`src/rtl/sof_timer_pkg.sv`:
```
package sof_timer_pkg;
  localparam int unsigned DATA_W     = 32;
  localparam int unsigned CODE_W     = 8;
  localparam int unsigned FRAME_W    = 14;
  localparam int unsigned BUDGET_W   = 15;
  localparam int unsigned TOGGLE_BIT = 31;
  localparam int unsigned BUDGET_LSB = 16;
  localparam int unsigned WRITE_BIT  = 7;

  localparam logic [FRAME_W-1:0] FRAME_NOMINAL = 14'd11999;
  localparam logic [CODE_W-2:0]  ADDR_INTERVAL = 7'h0D;
  localparam logic [CODE_W-2:0]  ADDR_REMAIN   = 7'h0E;

  // Strobes passed from control to datapath, one cycle's worth of work.
  typedef struct packed {
    logic wrInterval;
    logic wrRemain;
    logic rdInterval;
    logic rdRemain;
    logic rdOther;
    logic hcRst;
    logic decRem;
    logic reload;
    logic decBudget;
  } tmrStrobe_t;
endpackage

```
`src/rtl/sof_timer_ctrl.sv`:
```
module sof_timer_ctrl
  import sof_timer_pkg::*;
(
  input  logic              clk,
  input  logic              rstN,
  input  logic              cmdValid,
  input  logic [CODE_W-1:0] cmdCode,
  input  logic              hcReset,
  input  logic              bitTick,
  input  logic              runEn,
  input  logic              xferActive,
  input  logic              remZero,
  input  logic              budgetZero,
  output tmrStrobe_t        strb,
  output logic              sofPulse
);
  logic             isWrite;
  logic [CODE_W-2:0] addr;
  logic             countStep;

  assign isWrite = cmdCode[WRITE_BIT];
  assign addr    = cmdCode[CODE_W-2:0];

  always_comb begin
    strb            = '0;
    strb.wrInterval = cmdValid && isWrite && (addr == ADDR_INTERVAL);
    strb.wrRemain   = cmdValid && isWrite && (addr == ADDR_REMAIN);
    strb.rdInterval = cmdValid && !isWrite && (addr == ADDR_INTERVAL);
    strb.rdRemain   = cmdValid && !isWrite && (addr == ADDR_REMAIN);
    strb.rdOther    = cmdValid && !isWrite &&
                      (addr != ADDR_INTERVAL) && (addr != ADDR_REMAIN);
    strb.hcRst      = hcReset;
    // A software write to the remaining count owns this cycle.
    countStep       = bitTick && runEn && !strb.wrRemain;
    strb.reload     = countStep && remZero;
    strb.decRem     = countStep && !remZero;
    strb.decBudget  = countStep && !remZero && xferActive && !budgetZero;
  end

  always_ff @(posedge clk or negedge rstN) begin
    if (!rstN) sofPulse <= 1'b0;
    else       sofPulse <= strb.reload;
  end

  // a frame boundary is followed by the strobe
  p_sof_follows_reload_r5: assert property (@(posedge clk) disable iff (!rstN)
    strb.reload |=> sofPulse);

  // idle state never produces a strobe
  p_no_sof_when_idle_r8: assert property (@(posedge clk) disable iff (!rstN)
    !runEn |=> !sofPulse);

  // register write blocks any frame boundary in that cycle
  p_write_blocks_sof_r11: assert property (@(posedge clk) disable iff (!rstN)
    (cmdValid && cmdCode == 8'h8E) |=> !sofPulse);
endmodule

```
`src/rtl/sof_timer_dp.sv`:
```
module sof_timer_dp
  import sof_timer_pkg::*;
(
  input  logic                clk,
  input  logic                rstN,
  input  tmrStrobe_t          strb,
  input  logic [DATA_W-1:0]   wrData,
  output logic [DATA_W-1:0]   rdData,
  output logic                remZero,
  output logic                budgetZero,
  output logic [BUDGET_W-1:0] budgetLeft
);
  localparam int unsigned RSV_IV_W  = BUDGET_LSB - FRAME_W;
  localparam int unsigned RSV_REM_W = TOGGLE_BIT - FRAME_W;

  logic                frameLen;
  logic [FRAME_W-1:0]  frameLenQ;
  logic                ivToggle;
  logic [BUDGET_W-1:0] pktBudget;
  logic [FRAME_W-1:0]  remCnt;
  logic                remToggle;
  logic [BUDGET_W-1:0] budgetCnt;
  logic [DATA_W-1:0]   ivWord;
  logic [DATA_W-1:0]   remWord;
  logic                unusedWrBits;

  assign frameLen     = 1'b0;
  assign unusedWrBits = ^{frameLen, wrData[TOGGLE_BIT-1:FRAME_W]};

  // Interval register: toggle, packet budget, frame length.
  always_ff @(posedge clk or negedge rstN) begin
    if (!rstN) begin
      frameLenQ <= FRAME_NOMINAL;
      ivToggle  <= 1'b0;
      pktBudget <= '0;
    end else begin
      if (strb.hcRst)           frameLenQ <= FRAME_NOMINAL;
      else if (strb.wrInterval) frameLenQ <= wrData[FRAME_W-1:0];
      if (strb.wrInterval) begin
        ivToggle  <= wrData[TOGGLE_BIT];
        pktBudget <= wrData[BUDGET_LSB +: BUDGET_W];
      end
    end
  end

  // Remaining bit-time counter with its toggle copy.
  always_ff @(posedge clk or negedge rstN) begin
    if (!rstN) begin
      remCnt    <= '0;
      remToggle <= 1'b0;
    end else if (strb.wrRemain) begin
      remCnt    <= wrData[FRAME_W-1:0];
      remToggle <= wrData[TOGGLE_BIT];
    end else if (strb.reload) begin
      remCnt    <= frameLenQ;
      remToggle <= ivToggle;
    end else if (strb.decRem) begin
      remCnt    <= remCnt - 1'b1;
    end
  end

  // Largest-packet budget counter.
  always_ff @(posedge clk or negedge rstN) begin
    if (!rstN)               budgetCnt <= '0;
    else if (strb.reload)    budgetCnt <= pktBudget;
    else if (strb.decBudget) budgetCnt <= budgetCnt - 1'b1;
  end

  assign ivWord  = {ivToggle, pktBudget, {RSV_IV_W{1'b0}}, frameLenQ};
  assign remWord = {remToggle, {RSV_REM_W{1'b0}}, remCnt};

  always_ff @(posedge clk or negedge rstN) begin
    if (!rstN)                rdData <= '0;
    else if (strb.rdInterval) rdData <= ivWord;
    else if (strb.rdRemain)   rdData <= remWord;
    else if (strb.rdOther)    rdData <= '0;
  end

  assign remZero    = (remCnt == '0);
  assign budgetZero = (budgetCnt == '0);
  assign budgetLeft = budgetCnt;

  // each counting step removes exactly one bit time
  p_dec_by_one_r4: assert property (@(posedge clk) disable iff (!rstN)
    strb.decRem |=> remCnt == $past(remCnt) - 1'b1);

  // reload uses the frame length held before the edge
  p_reload_value_r5: assert property (@(posedge clk) disable iff (!rstN)
    strb.reload |=> remCnt == $past(frameLenQ));

  // toggle copied at reload
  p_toggle_copy_r6: assert property (@(posedge clk) disable iff (!rstN)
    strb.reload |=> remToggle == $past(ivToggle));

  // budget never wraps below zero
  p_budget_floor_r7: assert property (@(posedge clk) disable iff (!rstN)
    (budgetZero && !strb.reload) |=> budgetZero);

  // without a step or a write the count holds
  p_hold_count_r8: assert property (@(posedge clk) disable iff (!rstN)
    (!strb.decRem && !strb.reload && !strb.wrRemain) |=> $stable(remCnt));

  // host-controller reset restores the nominal length
  p_hc_nominal_r9: assert property (@(posedge clk) disable iff (!rstN)
    strb.hcRst |=> frameLenQ == FRAME_NOMINAL);
endmodule

```
`src/rtl/sof_frame_timer.sv`:
```
module sof_frame_timer
  import sof_timer_pkg::*;
(
  input  logic                clk,
  input  logic                rstN,
  input  logic                hcReset,
  input  logic                runEn,
  input  logic                bitTick,
  input  logic                xferActive,
  input  logic                cmdValid,
  input  logic [CODE_W-1:0]   cmdCode,
  input  logic [DATA_W-1:0]   wrData,
  output logic [DATA_W-1:0]   rdData,
  output logic                sofPulse,
  output logic [BUDGET_W-1:0] budgetLeft,
  output logic                budgetEmpty
);
  tmrStrobe_t strb;
  logic       remZero;
  logic       budgetZero;

  sof_timer_ctrl u_ctrl (
    .clk        (clk),
    .rstN       (rstN),
    .cmdValid   (cmdValid),
    .cmdCode    (cmdCode),
    .hcReset    (hcReset),
    .bitTick    (bitTick),
    .runEn      (runEn),
    .xferActive (xferActive),
    .remZero    (remZero),
    .budgetZero (budgetZero),
    .strb       (strb),
    .sofPulse   (sofPulse)
  );

  sof_timer_dp u_dp (
    .clk        (clk),
    .rstN       (rstN),
    .strb       (strb),
    .wrData     (wrData),
    .rdData     (rdData),
    .remZero    (remZero),
    .budgetZero (budgetZero),
    .budgetLeft (budgetLeft)
  );

  assign budgetEmpty = budgetZero;
endmodule

```
`config.mk`:
```
export PLATFORM = sky130hd
export DESIGN_NAME = sof_frame_timer
export DESIGN_NICKNAME = d
export VERILOG_FILES = /design/src/rtl/sof_timer_pkg.sv /design/src/rtl/sof_timer_ctrl.sv /design/src/rtl/sof_timer_dp.sv /design/src/rtl/sof_frame_timer.sv
export SDC_FILE = /design/constraint.sdc
export NUM_CORES = 1
export LEC_CHECK = 0
export ABC_AREA = 1
export BUFFER_PORTS_ARGS = -buffer_cell sky130_fd_sc_hd__buf_2
export CORE_MARGIN = 3
export CORE_UTILIZATION = 55
export CTS_BUF_LIST = sky130_fd_sc_hd__clkbuf_8
export DETAILED_ROUTE_END_ITERATION = 10
export PLACE_DENSITY = 0.9
export SLEW_MARGIN = 20
export SYNTH_ARGS = -nofsm -noshare
export SYNTH_HDL_FRONTEND = slang
export SYNTH_SLANG_ARGS = --single-unit
```
`constraint.sdc`:
```
create_clock -name clk -period 5.3 [get_ports clk]
set_input_delay 0.53 -clock clk [delete_from_list [all_inputs] [get_ports clk]]
set_output_delay 0.53 -clock clk [all_outputs]
set_load 0.03 [all_outputs]
```
==> metrics.cfg <==
[sta]
slew_headroom_pct = 31.6
setup_viol = 0
finClkSkew_ns = 0.00902
worst_hold_slack_ns = 0.0979
setup_ws_ns = 2.90
worst_pin_slew_ns = 1.02
rsz0062_at_grt = no
post-route-period-util_pct = 45.2
drv_slew = 0
hold_viol_final = 0
min_period_ns = 2.40
fin_tns_setup_ns = 0
clock.fmax_mhz = 417

[critical_path]
critPathSlowestCell = dfrtp_1
path_class = flop to output port
critPathBufInv = 3
cp-start-kind = flop
cp.depth = 7
cp_cell_sequence = inv_1, ha_1, nand3_1, nor2_2, nand3b_1, inv_1, buf_2
path_common_cell = inv_1
reg2reg_depth = 11
cp_data_required_time_ns = 4.77
cp_max_fo = 4
cp-end-kind = output port
critPathMaxStageDelay_ns = 0.42
worst_ep_arrival_time_ns = 1.87
path_delay_family = simple AND/OR/NAND/NOR gates

[floorplan]
io_pins = 96
dieWidth_um = 101
initial_core_util_pct = 58.3
core-area_um2 = 8460
rows = 33
fp.dieArea_um2 = 10100
die_h_um = 101

[global_route]
antenna_found_initial = 0
gr-total-overflow = 0
grt_max_degree = 57
grt_pass1_wl_mm = 21.6
grt_use_total_pct = 26.7
grt_pass1_vias = 4650

[place]
hpwl_mm = 9.26
dp_cells = 840
pre_cts_ws_ns = 2.19
place_congestion = 0.922
portBuffers = 91
dpl-instance-area_um2 = 5410

[pwr]
irDropWorstVdd_mv = 0.188
p_per_area_nw_per_um2 = 431
p_leak_nw = 3.11
total_power_mw = 2.41

[yosys]
synthArstFlopShare_pct = 100
synth-edff-count = 0
synth_area_um2 = 4930
synth_common_cells = nand2_1, dfrtp_1, inv_1
synth_area_leaders = dfrtp_1, nand2_1, nand3_1, dfstp_2, inv_1
synth_seq_area_share_pct = 46.4
ys_warn_count = 0
syn_area_per_cell_um2 = 7.42
ys.flop_type = dfrtp_1
yosys_register_bits = 91
yosysTopAreaCell = dfrtp_1
yosysTopAreaCellShare_pct = 40.6
yosysMostFrequentCell = nand2_1
synthCells = 665
yosys.cell_types.count = 34

[outcome]
outcome = finished, final reports clean

[clock_network]
clkSlewWorstSetupHoldPaths_ns = 0.10
ctsHoldBuffers = 0
cts_resized = 0
htreeDepth = 3
clock-root-buffer = clkbuf_8
clock_latency_ns = 0.38
cts_setup_buffers = 0
numCtsBuffers = 9
clock_sinks = 91
cts_tree = built
clock_path_buffers = 2

[final_layout]
antenna_cells = 0
layout-drive-gt1-share_pct = 19.2
multi_input_area_um2 = 2220
seqCellArea_um2 = 2290
finalInstanceArea_um2 = 5600
nNetsFinal = 795
fin_cells = 856
postLayoutCoreUtil_pct = 66.2
nFillCells = 667
syn_to_final_growth_pct = 13.6

[routing]
met3WireLength_mm = 1.13
wl_met1_mm = 5.43
drt-initial-drc-count = 422
vias = 4798
via_per_inst = 5.61
wl_met2_mm = 6.17
ant_nets = 0
drc = 0
first_pass_iters = 5
wl_per_cell_um = 15.2
top_layer = met4
wl_mm = 13.0

[min_path]
hold_class = input port to asynchronous set/reset pin

[flow_run]
max_cap_viol_count = 0

-- where the power goes --
| part | switching, mW | internal, mW | total, mW |
|---|---|---|---|
| Sequential | 0.157 | 0.801 | 0.958 |
| Combinational | 0.658 | 0.330 | 0.988 |
| Clock | 0.284 | 0.183 | 0.467 |
-- kinds of logic after synthesis --
| family | count (synthesis) | share of synthesized area [%] |
|---|---|---|
| AND/OR/NAND/NOR | 386 | 34.6 |
| other | 1 | 0.0760 |
| AO/OA/AOI/OAI | 72 | 7.94 |
| adder cells (fa/ha/maj) | 2 | 0.507 |
| XOR/XNOR | 10 | 1.78 |
| buffers and inverters | 103 | 8.65 |
| flip-flops | 91 | 46.4 |
-- cell type report --
type	instances	share of cell area, %
inverters	79	5.29
repair buffers	93	8.44
well taps	105	2.34
clock inverters	7	1.14
multi-input cells	472	39.7
flip-flops and latches	91	40.9
clock buffers	9	2.21
-- final timing paths --
kind,startpoint,end,slack (ns)
worst min register to register,u_dp.rdData[25],u_dp.rdData[25],0.50
max in group asynchronous,rstN,u_dp.budgetLeft[9],4.15
worst min-delay path,rstN,u_dp.rdData[12],0.1
worst max-delay path,u_dp.budgetLeft[0],budgetEmpty,2.90
worst max register to register,u_dp.remCnt[0],u_dp.budgetLeft[0],3.05
min in group clk,wrData[7],u_dp.frameLenQ[7],0.37
-- per-layer routing --
layer  global-route usage (%)  vias to the layer above
met5                        0                        -
met2                     41.7                      268
met4                     11.1                        0
li1                         -                     2268
met1                     37.2                     2233
met3                     4.08                       29
-- worst register-to-register path, delay by kind of cell (launching register included) --
kind                       cells  cell delay [ns]
buffers and inverters          1             0.15
adders and majority gates      1             0.28
and+or+nand+nor                9             1.28
DFF                            1             0.42
-- placed cells by master (no fill, tap or decap), types with 2 or more instances in the layout --
cell	n
conb_1	2
buf_2	90
inv_2	3
xnor2_1	2
and2_1	2
dfstp_2	11
nand3_1	58
nand2_4	2
inv_1	74
nor3_1	5
nand3_4	2
inv_6	5
a21oi_1	21
nor2_4	3
nand4_1	16
clkbuf_8	9
o22ai_1	5
nand3b_1	3
buf_4	3
nand2_2	4
dfrtp_1	80
nand2_1	221
nor2_1	60
xor2_1	8
clkinv_1	2
nor2_2	6
o211ai_1	10
o21ai_0	36
ha_1	2
-- registers in the layout (all words and copies together) (netlist names) --
name	flops
u_ctrl.sofPulse	1
u_dp.budgetLeft	15
u_dp.frameLenQ	14
u_dp.ivToggle	1
u_dp.pktBudget	15
u_dp.rdData	30
u_dp.remCnt	14
u_dp.remToggle	1
No activity file was read; power rests on OpenSTA's default activity.
